File: src/rtl/gpio_irq_router.sv
module gpio_irq_router #(
  parameter int W        = 32,
  parameter int N0       = 14,
  parameter int N1S      = 18,
  parameter int N1F      = 6,
  parameter int IRQ_BASE = 13,
  parameter int BASE_W   = 8,
  localparam int NSEL    = N0 + N1S,
  localparam int NOUT    = NSEL + N1F + 3
) (
  input  logic              clk,
  input  logic              rst_n,
  input  logic              cfg_we,
  input  logic [W-1:0]      cfg_wdata,
  output logic [W-1:0]      cfg_rdata,
  input  logic [W-1:0]      bank0_irq,
  input  logic [W-1:0]      bank1_irq,
  input  logic [W-1:0]      bank2_irq,
  output logic [NOUT-1:0]   gout,
  output logic [BASE_W-1:0] src_base
);
  localparam int AGG0 = NSEL + N1F;

  logic [W-1:0]    sel;
  logic [W-1:0]    dir0, dir1, dir2;
  logic [NOUT-1:0] nxt;

  always_ff @(posedge clk or negedge rst_n)
    if (!rst_n)      sel <= '0;
    else if (cfg_we) sel <= cfg_wdata;

  assign cfg_rdata = sel;
  assign src_base  = BASE_W'(IRQ_BASE);

  for (genvar i = 0; i < W; i++) begin : g_dir
    if (i < N0) begin : g_d0
      assign dir0[i] = ~sel[i];
    end else begin : g_n0
      assign dir0[i] = 1'b0;
    end
    if (i < N1S) begin : g_d1s
      assign dir1[i] = ~sel[N0+i];
    end else if (i < N1S + N1F) begin : g_d1f
      assign dir1[i] = 1'b1;
    end else begin : g_n1
      assign dir1[i] = 1'b0;
    end
    if (i < NSEL) begin : g_d2
      assign dir2[i] = sel[i];
    end else begin : g_n2
      assign dir2[i] = 1'b0;
    end
  end

  for (genvar n = 0; n < NSEL; n++) begin : g_slot
    if (n < N0) begin : g_lo
      assign nxt[n] = sel[n] ? bank2_irq[n] : bank0_irq[n];
    end else begin : g_hi
      assign nxt[n] = sel[n] ? bank2_irq[n] : bank1_irq[n-N0];
    end
  end

  for (genvar j = 0; j < N1F; j++) begin : g_fix
    assign nxt[NSEL+j] = bank1_irq[N1S+j];
  end

  assign nxt[AGG0]   = |(bank0_irq & ~dir0);
  assign nxt[AGG0+1] = |(bank1_irq & ~dir1);
  assign nxt[AGG0+2] = |(bank2_irq & ~dir2);

  always_ff @(posedge clk or negedge rst_n)
    if (!rst_n) gout <= '0;
    else        gout <= nxt;
endmodule


File: config.mk
export PLATFORM = sky130hd
export DESIGN_NAME = gpio_irq_router
export DESIGN_NICKNAME = d
export VERILOG_FILES = /design/src/rtl/gpio_irq_router.sv
export SDC_FILE = /design/constraint.sdc
export NUM_CORES = 1
export LEC_CHECK = 0
export BUFFER_PORTS_ARGS = -buffer_cell sky130_fd_sc_hd__clkbuf_2
export CORE_ASPECT_RATIO = 0.8
export CORE_UTILIZATION = 41
export DETAILED_ROUTE_END_ITERATION = 10
export PLACE_DENSITY = 0.79
export SYNTH_ARGS = -nofsm -noshare
export SYNTH_HDL_FRONTEND = slang
export SYNTH_SLANG_ARGS = --single-unit
File: constraint.sdc
create_clock -name clk -period 1.4 [get_ports clk]
set_input_delay 0.14 -clock clk [delete_from_list [all_inputs] [get_ports clk]]
set_output_delay 0.14 -clock clk [all_outputs]
set_load 0.02 [all_outputs]
# [After elaboration in Yosys (flattened, before gate mapping)]
# Index checks and enable logic that the tools add are counted.
[totals] regBits=73 latch_bits=0 mem_bits_rw=0 mem_bits_ro=0 input_bits=131 elab_cells=75 n_memories=0
[classes] add_sub_neg=0 mul=0 div=0 order_cmp=0 n_eq_ne=0 shifts=0 n_mux=32 bitwise_logic=38 n_reduce_logical=3
[op_table] cell="$and 32x32->32" count=3
[op_table] cell="$reduce_or 32->1" count=3
[op_table] cell="$mux 1" count=32
[op_table] cell="$not 1->1" count=32
[op_table] cell="$not 14->32" count=1
[op_table] cell="$not 24->32" count=1
[op_table] cell="$not 32->32" count=1

# [Logic depth before layout (Yosys ltp)]
[depth] ltp_word=4 ltp_mapped=4 ltp_nobuf=4

# [Worst setup path after synthesis]
# No wires, ideal clock.
[synth_timing] path_type="flip-flop to flip-flop" start="register sel[5] (netlist: cfg_rdata[5])" end="register gout[38]" setup_ps=131 arrival_ps=1186 required_ps=1269 path_slack_ps=83 path_stages_with_launch=4 path_cell_list="dfrtp_1 a222oi_1 nand3_1 or3_1"
[synth_between] elab_chain_cells=4
[synth_lines] item="start, declared" line="24" source="logic [W-1:0] sel;"
[synth_lines] item="start signal, assigned" line="30" source="else if (cfg_we) sel <= cfg_wdata;"
[synth_lines] item="$not 1->1" line="37" source="assign dir0[i] = ~sel[i];"
[synth_lines] item="$not 14->32" line="67" source="assign nxt[AGG0] = |(bank0_irq & ~dir0);"
[synth_lines] item="$and 32x32->32" line="67"
[synth_lines] item="$reduce_or 32->1" line="67"
[synth_lines] item="named net nxt[38]" line="26" source="logic [NOUT-1:0] nxt;"
[synth_lines] item="end signal, assigned" line="73" source="else gout <= nxt;"
[synth_lines] item="end, declared" line="19" source="output logic [NOUT-1:0] gout,"
# The timed path passes the listed nets, and every way through them passes these cells.
# A chain may end at the register's enable or synchronous reset.

# [Final worst setup path]
# Same ends and word-level chain as after synthesis.

==> impl_metrics.yaml <==
run_status:
  status: "finished, final reports clean"
place:
  dp_hpwl_mm: 7.627
  dp.cells: 533
  place.gp.congestion: 0.7993
  io_buffer_count: 203
global_routing:
  grt_overflow: 0
  grt_first_pass_wirelength_mm: 13.83
  grt_pass1_vias: 2855
  grt_max_degree: 36
  grtUsageTotal: 0.2369
  antenna_found_initial: 0
synth:
  avgSynthCellArea_um2: 13.21
  ys_types: 17
  netlist_area_mm2: 0.003092
  yosysSeqAreaShare: 0.5909
  synth-seq-cells: 73
  ys_warn_count: 0
  syn_inst: 234
layout:
  drive_above_1_share: 0.6292
  utilization: 0.6499
  n_antenna_cell: 0
  seq_area_mm2: 0.001827
  multi_input_area_mm2: 0.001095
  fin_nets: 598
  fill_cells: 603
  area_growth_syn_to_layout_pct: 49.13
  stdcell_count: 559
floorplan:
  die-area_mm2: 0.007894
  fp.dieH_um: 79.67
  start_util: 0.4358
  rows: 27
  core-area_mm2: 0.007094
  io_pins: 212
  die_x_um: 99.09
setup_path:
  crit_required_ps: 1620
  worstPathMaxFanout: 2
  critPathLaunchType: "flip-flop"
  worstSetupPathType: "reg2reg"
  reg2reg_from: "cfg_rdata[5]"
  r2r_cells: 3
  cp-end-kind: "flip-flop"
  r2r_end: "gout[38]"
  r2r_slack_ps: 70
  worst_ep_arrival_time_ps: 1550
cts:
  clk_path_buf_depth: 2
  cts_buffers: 9
  clkTransAtPathRegs_ps: 80
  cts_root_buf: "clkbuf_8"
  tritoncts: "yes"
  clock_sinks: 73
  clk-insertion-delay-late_ps: 330
  htree_levels: 3
timing:
  drv_slew: 0
  finClkSkew_ps: 4.439
  min_period_over_period: 0.9502
  final-hold-violation-count: 0
  max_freq_mhz: 751.8
  rsz0062_at_grt: "yes"
  setup_viol: 0
  fin_crit_ps: 1330
  whs_ps: 20.29
routing:
  wl_met3_um: 664
  drt_iter0_drc: 59
  ant_nets: 0
  drt_wl_total_mm: 9.424
  top_layer_used: "met4"
  post_drt_wl_per_cell_um: 16.86
  vias_per_cell: 4.934
  wl_met1_mm: 3.678
  drt_pass1_iterations: 6
  num_vias: 2758
  wl_met2_mm: 4.933
  drc_errors: 0
min_path:
  min_path_type: "in2reg"
  hold_start: "bank1_irq[31]"
  holdPathEnd: "gout[39]"
  min_path_cells: 3
power:
  p_leak_nw: 2.422
  ir_drop_mv: 0.7019
  p_per_area_mw_per_mm2: 1155
flow_run:
  max_cap_viol_count: 0
==> final cells by class <==
type                       instances  area share
clock buffer                      10     0.02985
clock inverter                     6     0.01438
inverter                          32     0.02605
timing repair buffer             228      0.2725
multi-input combinational        123      0.2374
sequential                        73      0.3962
tap                               87     0.02361
==> cells in the final DEF (no fill, tap or decap) <==
| master | instances |
|---|---|
| a211oi_1 | 1 |
| nand4_1 | 6 |
| mux2_2 | 62 |
| conb_1 | 8 |
| clkinvlp_4 | 3 |
| nor4_2 | 1 |
| or3_1 | 1 |
| o22ai_1 | 16 |
| buf_12 | 2 |
| nor2_1 | 1 |
| nor4_1 | 9 |
| bufinv_16 | 1 |
| nand3_1 | 1 |
| dfrtp_1 | 73 |
| inv_6 | 1 |
| inv_1 | 32 |
| clkbuf_2 | 202 |
| dlygate4sd3_1 | 10 |
| buf_4 | 14 |
| a22oi_1 | 14 |
| clkinv_2 | 1 |
| a222oi_1 | 1 |
| mux2_1 | 2 |
| clkbuf_8 | 10 |
==> critical path, cell delays in order (launching register included) <==
cell      delay, ps
dfrtp_1         390
a222oi_1        320
nand3_1         180
or3_1           330
==> cell usage after synthesis, drive strengths merged <==
cell	n	area share
nand4	6	0.012
inv	32	0.039
nand3	1	0.0016
a211oi	1	0.0024
dfrtp	73	0.59
buf	11	0.024
clkbuf	1	0.0012
a22oi	14	0.034
a222oi	1	0.0032
conb	2	0.0024
mux2	64	0.23
nor2	1	0.0012
or3	1	0.0020
nor4	10	0.020
o22ai	16	0.032
==> timing repair <==
| action | 4_1_cts | 5_1_grt |
|---|---|---|
| buffers inserted | 0 | 0 |
| endpoints found under the setup margin | 0 | 2 |
| hold endpoints to repair | 79 | 1 |
| resized for setup | 0 | 1 |
| hold buffers | 7 | 3 |
==> report_power, final <==
part / total, mW / switching [mW] / internal, mW
Combinational: 1.22 / 0.658 / 0.566
Clock: 1.66 / 0.787 / 0.874
Sequential: 2.44 / 0.141 / 2.30
Total: 5.33 / 1.59 / 3.74
==> through the flow <==
stage / power [mW] / cell area (um^2) / setup TNS, ps / worst slack [ps]
after floorplan: 3.077 / 3114 / 0 / 83.18
after global placement: 3.659 / 4300 / 0 / 61.01
after global routing: 5.570 / 4611 / -15.83 / -15.83
after CTS: 5.374 / 4574 / 0 / 36.44
after detailed placement: 3.689 / 4300 / 0 / 43.85
final: 5.326 / 4611 / 0 / 69.79
==> state kept, by name, summed over array words and instances (netlist names) <==
| name | count |
|---|---|
| gout | 41 |
| cfg_rdata | 32 |
==> cell families after synthesis <==
logic type / after synthesis / share of synthesized area
buffers and inverters: 44 / 0.06435
other: 2 / 0.002429
AO/OA/AOI/OAI: 32 / 0.07204
AND/OR/NAND/NOR: 19 / 0.03723
flip-flops: 73 / 0.5909
multiplexers: 64 / 0.2331
==> routing by layer <==
metal  vias to the layer above  GRT usage
met1                      1304     0.2628
met2                       141     0.4420
met3                        18    0.07268
met5                         -          0
met4                         0    0.06471
li1                       1295          -
==> worst max path at each step <==
stage          slack [ps]       end         start  cells past startpoint
6_report               70  gout[38]  cfg_rdata[5]                      3
5_1_grt               -20  gout[38]  cfg_rdata[5]                      3
4_1_cts                40  gout[38]  cfg_rdata[5]                      3
3_5_place_dp           40  gout[38]  cfg_rdata[5]                      3
3_3_place_gp           60  gout[38]  cfg_rdata[5]                      3
2_1_floorplan          80  gout[38]  cfg_rdata[5]                      3
Note: power is estimated with default switching activity, not from simulation.
